==> src/rtl/ldu_pkg.sv <==
package ldu_pkg;
  localparam int NUM_PTR  = 4;
  localparam int PTR_IDXW = 2;
  localparam logic [PTR_IDXW-1:0] PTR_LAST = 2'd3;

  typedef struct packed {
    logic                valid;
    logic                redec;
    logic [PTR_IDXW-1:0] src;
    logic                a_reg;
    logic                a_hi;
    logic                b_reg;
    logic                b_hi;
    logic                ix_src;
    logic                ix_ar3;
  } ldu_dec_t;

  typedef enum logic [1:0] {
    ST_IDLE = 2'd0,
    ST_RDA  = 2'd1,
    ST_RDB  = 2'd2,
    ST_FIN  = 2'd3
  } ldu_state_e;
endpackage

==> src/rtl/ldu_decode.sv <==
module ldu_decode
  import ldu_pkg::*;
(
  input  logic [7:0] byte_in,
  output ldu_dec_t   dec
);
  logic sel_hit;
  logic pair_form;

  // pair form (low bits 11) wins over the normal form
  assign sel_hit   = (byte_in[7:6] == 2'b11);
  assign pair_form = (byte_in[1:0] == PTR_LAST);

  always_comb begin
    dec        = '0;
    dec.valid  = sel_hit;
    dec.redec  = sel_hit & pair_form;
    dec.ix_src = byte_in[2];
    dec.ix_ar3 = byte_in[3];
    if (pair_form) begin
      dec.src   = {1'b0, byte_in[5]};
      dec.a_reg = byte_in[4];
      dec.a_hi  = 1'b1;
      dec.b_reg = byte_in[4];
      dec.b_hi  = 1'b0;
    end else begin
      dec.src   = byte_in[1:0];
      dec.a_reg = 1'b0;
      dec.a_hi  = byte_in[5];
      dec.b_reg = 1'b1;
      dec.b_hi  = byte_in[4];
    end
  end
endmodule

==> src/rtl/ldu_agen.sv <==
module ldu_agen #(
  parameter int AW       = 16,
  parameter int AREA_LSB = 10
) (
  input  logic [AW-1:0] src_ptr,
  input  logic [AW-1:0] src_ix,
  input  logic [AW-1:0] ar3_ptr,
  input  logic [AW-1:0] ar3_ix,
  input  logic          use_src_ix,
  input  logic          use_ar3_ix,
  output logic [AW-1:0] addr_a,
  output logic [AW-1:0] addr_b,
  output logic [AW-1:0] src_next,
  output logic [AW-1:0] ar3_next
);
  localparam int AREA_W = AW - AREA_LSB;
  localparam logic [AW-1:0] ONE = AW'(1);

  logic [AW-1:0]     diff;
  logic [AREA_W-1:0] area_diff;
  logic              same_area;

  assign diff      = src_ptr ^ ar3_ptr;
  assign area_diff = diff[AW-1:AREA_LSB];
  assign same_area = (area_diff == '0);

  assign addr_a   = src_ptr;
  assign addr_b   = same_area ? src_ptr : ar3_ptr;
  // two's complement add: signed step and 2^AW wrap come for free
  assign src_next = src_ptr + (use_src_ix ? src_ix : ONE);
  assign ar3_next = ar3_ptr + (use_ar3_ix ? ar3_ix : ONE);
endmodule

==> src/rtl/dual_load_unit.sv <==
module dual_load_unit
  import ldu_pkg::*;
#(
  parameter int AW       = 16,
  parameter int DW       = 16,
  parameter int AREA_LSB = 10
) (
  input  logic                  clk,
  input  logic                  rst_n,
  input  logic                  ins_valid,
  output logic                  ins_ready,
  input  logic [7:0]            ins_byte,
  input  logic [NUM_PTR*AW-1:0] ar_flat,
  input  logic [NUM_PTR*AW-1:0] ix_flat,
  output logic                  mem_rd_en,
  output logic [AW-1:0]         mem_addr,
  input  logic [DW-1:0]         mem_rdata,
  output logic                  axw_a_en,
  output logic                  axw_a_reg,
  output logic                  axw_a_hi,
  output logic [DW-1:0]         axw_a_data,
  output logic                  axw_b_en,
  output logic                  axw_b_reg,
  output logic                  axw_b_hi,
  output logic [DW-1:0]         axw_b_data,
  output logic                  arw_src_en,
  output logic [PTR_IDXW-1:0]   arw_src_idx,
  output logic [AW-1:0]         arw_src_data,
  output logic                  arw_ar3_en,
  output logic [AW-1:0]         arw_ar3_data,
  output logic                  done
);
  logic [AW-1:0] ar_v [NUM_PTR];
  logic [AW-1:0] ix_v [NUM_PTR];

  genvar gi;
  generate
    for (gi = 0; gi < NUM_PTR; gi++) begin : g_unpack
      assign ar_v[gi] = ar_flat[gi*AW +: AW];
      assign ix_v[gi] = ix_flat[gi*AW +: AW];
    end
  endgenerate

  ldu_dec_t dec_c, dec_q;
  logic [AW-1:0] addr_a_c, addr_b_c, src_next_c, ar3_next_c;
  logic [AW-1:0] addr_a_q, addr_b_q, src_next_q, ar3_next_q;
  logic [DW-1:0] data_a_q;
  ldu_state_e    state;
  logic          accept;

  ldu_decode u_dec (
    .byte_in (ins_byte),
    .dec     (dec_c)
  );

  ldu_agen #(.AW(AW), .AREA_LSB(AREA_LSB)) u_agen (
    .src_ptr    (ar_v[dec_c.src]),
    .src_ix     (ix_v[dec_c.src]),
    .ar3_ptr    (ar_v[PTR_LAST]),
    .ar3_ix     (ix_v[PTR_LAST]),
    .use_src_ix (dec_c.ix_src),
    .use_ar3_ix (dec_c.ix_ar3),
    .addr_a     (addr_a_c),
    .addr_b     (addr_b_c),
    .src_next   (src_next_c),
    .ar3_next   (ar3_next_c)
  );

  assign ins_ready = (state == ST_IDLE);
  assign accept    = ins_valid & ins_ready;

  // sequencer: snapshot on accept, two reads, one commit cycle
  always_ff @(posedge clk or negedge rst_n) begin
    if (!rst_n) begin
      state <= ST_IDLE;
    end else begin
      unique case (state)
        ST_IDLE: if (accept) state <= dec_c.valid ? ST_RDA : ST_FIN;
        ST_RDA:  state <= ST_RDB;
        ST_RDB:  state <= ST_FIN;
        ST_FIN:  state <= ST_IDLE;
        default: state <= ST_IDLE;
      endcase
    end
  end

  always_ff @(posedge clk or negedge rst_n) begin
    if (!rst_n) begin
      dec_q      <= '0;
      addr_a_q   <= '0;
      addr_b_q   <= '0;
      src_next_q <= '0;
      ar3_next_q <= '0;
      data_a_q   <= '0;
    end else begin
      if (accept) begin
        dec_q      <= dec_c;
        addr_a_q   <= addr_a_c;
        addr_b_q   <= addr_b_c;
        src_next_q <= src_next_c;
        ar3_next_q <= ar3_next_c;
      end
      if (state == ST_RDB) data_a_q <= mem_rdata;
    end
  end

  logic commit;
  assign commit = (state == ST_FIN) & dec_q.valid;

  assign mem_rd_en = (state == ST_RDA) | (state == ST_RDB);
  assign mem_addr  = (state == ST_RDB) ? addr_b_q : addr_a_q;

  assign done         = (state == ST_FIN);
  assign axw_a_en     = commit;
  assign axw_a_reg    = dec_q.a_reg;
  assign axw_a_hi     = dec_q.a_hi;
  assign axw_a_data   = data_a_q;
  assign axw_b_en     = commit;
  assign axw_b_reg    = dec_q.b_reg;
  assign axw_b_hi     = dec_q.b_hi;
  assign axw_b_data   = mem_rdata;
  assign arw_src_en   = commit;
  assign arw_src_idx  = dec_q.src;
  assign arw_src_data = src_next_q;
  assign arw_ar3_en   = commit;
  assign arw_ar3_data = ar3_next_q;
endmodule

==> config.mk <==
export PLATFORM = sky130hd
export DESIGN_NAME = dual_load_unit
export DESIGN_NICKNAME = d
export VERILOG_FILES = /design/src/rtl/ldu_pkg.sv /design/src/rtl/ldu_decode.sv /design/src/rtl/ldu_agen.sv /design/src/rtl/dual_load_unit.sv
export SDC_FILE = /design/constraint.sdc
export NUM_CORES = 1
export LEC_CHECK = 0
export BUFFER_PORTS_ARGS = -buffer_cell sky130_fd_sc_hd__clkbuf_2
export CAP_MARGIN = 15
export CORE_ASPECT_RATIO = 1.1
export CORE_UTILIZATION = 33
export CTS_CLUSTER_SIZE = 30
export DETAILED_ROUTE_END_ITERATION = 10
export PLACE_DENSITY = 0.69
export SETUP_SLACK_MARGIN = 0.4
export SLEW_MARGIN = 20
export SYNTH_ARGS = -nofsm -noshare
export SYNTH_HDL_FRONTEND = slang
export SYNTH_SLANG_ARGS = --single-unit
==> constraint.sdc <==
create_clock -name clk -period 2.4 [get_ports clk]
set_input_delay 0.36 -clock clk [delete_from_list [all_inputs] [get_ports clk]]
set_output_delay 0.36 -clock clk [all_outputs]
set_load 0.01 [all_outputs]
==> impl_metrics.json <==
{
  "status": "finished with violations",
  "violations": "negative setup slack",
  "cts_tree": "yes",
  "ir_drop_mv": 0.449,
  "first_iter_violations": 205,
  "cp_max_fo": 6,
  "hpwl_um": 15400,
  "postCtsHoldBufs": 0,
  "setup_viol_count_final": 9,
  "seq_area_sq_mm": 0.00223,
  "yosys.cell_types.count": 62,
  "fillCellCount": 1656,
  "clock_latency_ns": 0.35,
  "p_sw_uw": 3370,
  "finalCritPeriodShare": 1.08,
  "synth_area_per_cell_sq_um": 9.08,
  "cts_sinks": 89,
  "p_total_uw": 9030,
  "start_util": 0.341,
  "drv_cap": 0,
  "worst_pin_slew_ns": 0.717,
  "async_reset_ff_frac": 1.00,
  "fin_area_sq_mm": 0.00985,
  "gr-total-overflow": 0,
  "synth_edf_count": 0,
  "grt_pass1_vias": 6401,
  "grt_pass1_wl_um": 32100,
  "cts_buffers": 9,
  "yosys_warnings": 0,
  "setup_slack_ns": -0.187,
  "coreArea_sq_mm": 0.0186,
  "synth_top_area_cell": "dfrtp_1",
  "syn_area_sq_mm": 0.00634,
  "clkTransAtPathRegs_ns": 0.07,
  "synth.net_count": 888,
  "grt_use_total": 0.208,
  "slew_viol_final": 0,
  "maxSlewHeadroom": 0.522,
  "crit_arrival_ns": 2.86,
  "antenna_found_initial": 0,
  "fin_nets": 1224,
  "path_class": "primary input to register",
  "io_buffers": 247,
  "synth_top_area_frac": 0.351,
  "vias": 6426,
  "avgRoutedWirePerCell_um": 16.1,
  "drc": 0,
  "drtPass1Iterations": 5,
  "startpoint_type": "primary input",
  "die_area_sq_mm": 0.0198,
  "clock.fmax_mhz": 387,
  "worstPathRequired_ns": 2.67,
  "htreeDepth": 3,
  "yosysMostFrequentCell": "nand2_1",
  "synth_cells": 698,
  "ios": 248,
  "p_seq_frac": 0.294,
  "die_width_um": 134,
  "hold_path.class": "primary input to asynchronous set/reset pin",
  "powerDensity_mw_per_mm2": 916,
  "end_kind": "register",
  "placed_cell_area_sq_mm": 0.00853,
  "gp_congestion": 0.906,
  "finalClockSkew_ns": 0.0125,
  "yosysSeqAreaShare": 0.351,
  "die_h_um": 147,
  "layout-drive-gt1-share": 0.517,
  "p_sw_frac": 0.373,
  "cts_buffer_depth": 2,
  "grt_max_degree": 52,
  "finalHoldViolCount": 0,
  "period_minus_slack_ns": 2.59,
  "rows": 52,
  "ant_nets": 0,
  "ys.flop_type": "dfrtp_1",
  "ys_ff_latch": 89,
  "clockRootBuffer": "clkbuf_16",
  "synthToLayoutAreaGrowth_pct": 55.4,
  "multi_input_area_sq_mm": 0.00432,
  "antennaDiodeCount": 0,
  "synthTopCellsByCount": "133 x nand2_1, 89 x dfrtp_1, 41 x o21ai_0",
  "p_comb_frac": 0.542,
  "rsz0062_at_grt": "true",
  "wirelength_um": 20600,
  "yosys-top-cells-area": "dfrtp_1 35%, nand2_1 7.9%, ha_1 6.5%",
  "viasPerCell": 5.01,
  "leakagePower_uw": 0.00489,
  "clockPowerShare": 0.164,
  "p_int_uw": 5660
}
-- cell families after synthesis --
| family | count (synthesis) | synth area share |
|---|---|---|
| AND/OR/NAND/NOR | 224 | 0.167 |
| AO/OA/AOI/OAI | 204 | 0.236 |
| flip-flops | 89 | 0.351 |
| buffers and inverters | 80 | 0.0657 |
| multiplexers | 41 | 0.0736 |
| adder cells (fa/ha/maj) | 35 | 0.0714 |
| XOR/XNOR | 25 | 0.0345 |
-- area by class of cell --
class                   instances  share of cell area
multi-input cells             529               0.439
inverters                      21             0.00800
clock inverters                 6             0.00660
flip-flops and latches         89               0.226
repair buffers                384               0.266
well taps                     243              0.0309
clock buffers                  10              0.0243
-- power by group through the flow --
stage                     clock network [uW]  registers (uW)  logic [uW]
after global placement                     0            2640        3910
after global routing                    1580            2750        5310
after detailed placement                   0            2660        3990
final                                   1480            2650        4890
after floorplan                            0            2780        2250
after CTS                               1530            2650        4370
-- worst paths after layout --
kind	depth (start not counted)	end	slack, ns	from
min in group clk	3	dec_q[9]$_DFFE_PN0P_	0.25	ins_byte[7]
worst max register to register	7	addr_b_q[9]$_DFFE_PN0P_	0.54	state[0]$_DFFE_PN0P_
max in group asynchronous	2	addr_a_q[12]$_DFFE_PN0P_	1.68	rst_n
worst min register to register	1	addr_a_q[8]$_DFFE_PN0P_	0.48	addr_a_q[8]$_DFFE_PN0P_
worst max-delay path	14	arw_src_data[10]$_DFFE_PN0P_	-0.19	ins_byte[5]
worst min-delay path	1	arw_ar3_data[5]$_DFFE_PN0P_	0.07	rst_n
-- metal layers --
layer	vias to the layer above	global-route usage	wire length [um]
met5	-	0	0
met4	0	0.0792	444
met3	30	0.0364	1130
met2	204	0.361	10200
met1	3028	0.255	8780
li1	3164	-	-
-- worst max-delay path, cell delays in order --
cell,delay [ns]
buf_8,0.10
nand2b_4,0.16
and2_4,0.18
buf_6,0.14
a221o_1,0.32
ha_2,0.19
inv_2,0.06
fa_2,0.23
nor2b_4,0.06
o31ai_4,0.35
a211oi_4,0.13
o21a_1,0.20
o21a_1,0.18
o31ai_2,0.20
-- through the flow --
step	worst slack, ns	setup TNS [ns]	util	cells	hold slack, ns
4_1_cts	-0.153	-0.508	0.505	1269	0.0812
5_1_grt	-0.311	-2.07	0.530	1282	0.113
6_report	-0.187	-0.980	0.530	1282	0.0668
2_1_floorplan	-0.632	-4.20	-	698	0.0644
3_5_place_dp	-0.707	-5.97	0.458	1222	0.457
3_3_place_gp	-0.580	-5.16	0.458	1222	0.452
-- layout by cell type, fill, tap and decap left out, types with 4 or more instances in the layout --
master     instances
a21o_1            21
nand4bb_1          5
inv_2              4
mux2_4            18
ha_2               4
nor3b_1            5
buf_4            107
nor2_1            11
a21boi_1           5
a22oi_1           19
nand2_2            4
o211ai_1          15
nor3_1             5
a21oi_2            4
and2_1            14
nand3_1           12
xor2_1            14
nor3_2             5
clkbuf_2         226
buf_12             9
xnor2_1           11
o21ai_1           11
clkbuf_16         10
a21oi_1           22
o221ai_2           4
buf_6             36
a2bb2oi_2         10
nand2b_4           4
a21oi_4            4
ha_1              19
nand2_1          127
mux2_2            19
nand2b_1           7
a22oi_2            4
dfrtp_1           89
o21ai_0           29
inv_1             17
ha_4              10
a21boi_0           5
o21a_1            10
-- repair_timing --
action,in CTS,in global routing
gates resized for setup,65,97
endpoints found under the setup margin,37,51
buffers inserted,31,12
pin swaps,25,27
gates cloned,0,1
endpoints found under the hold margin,0,0
Power figures use the tool's default switching activity.
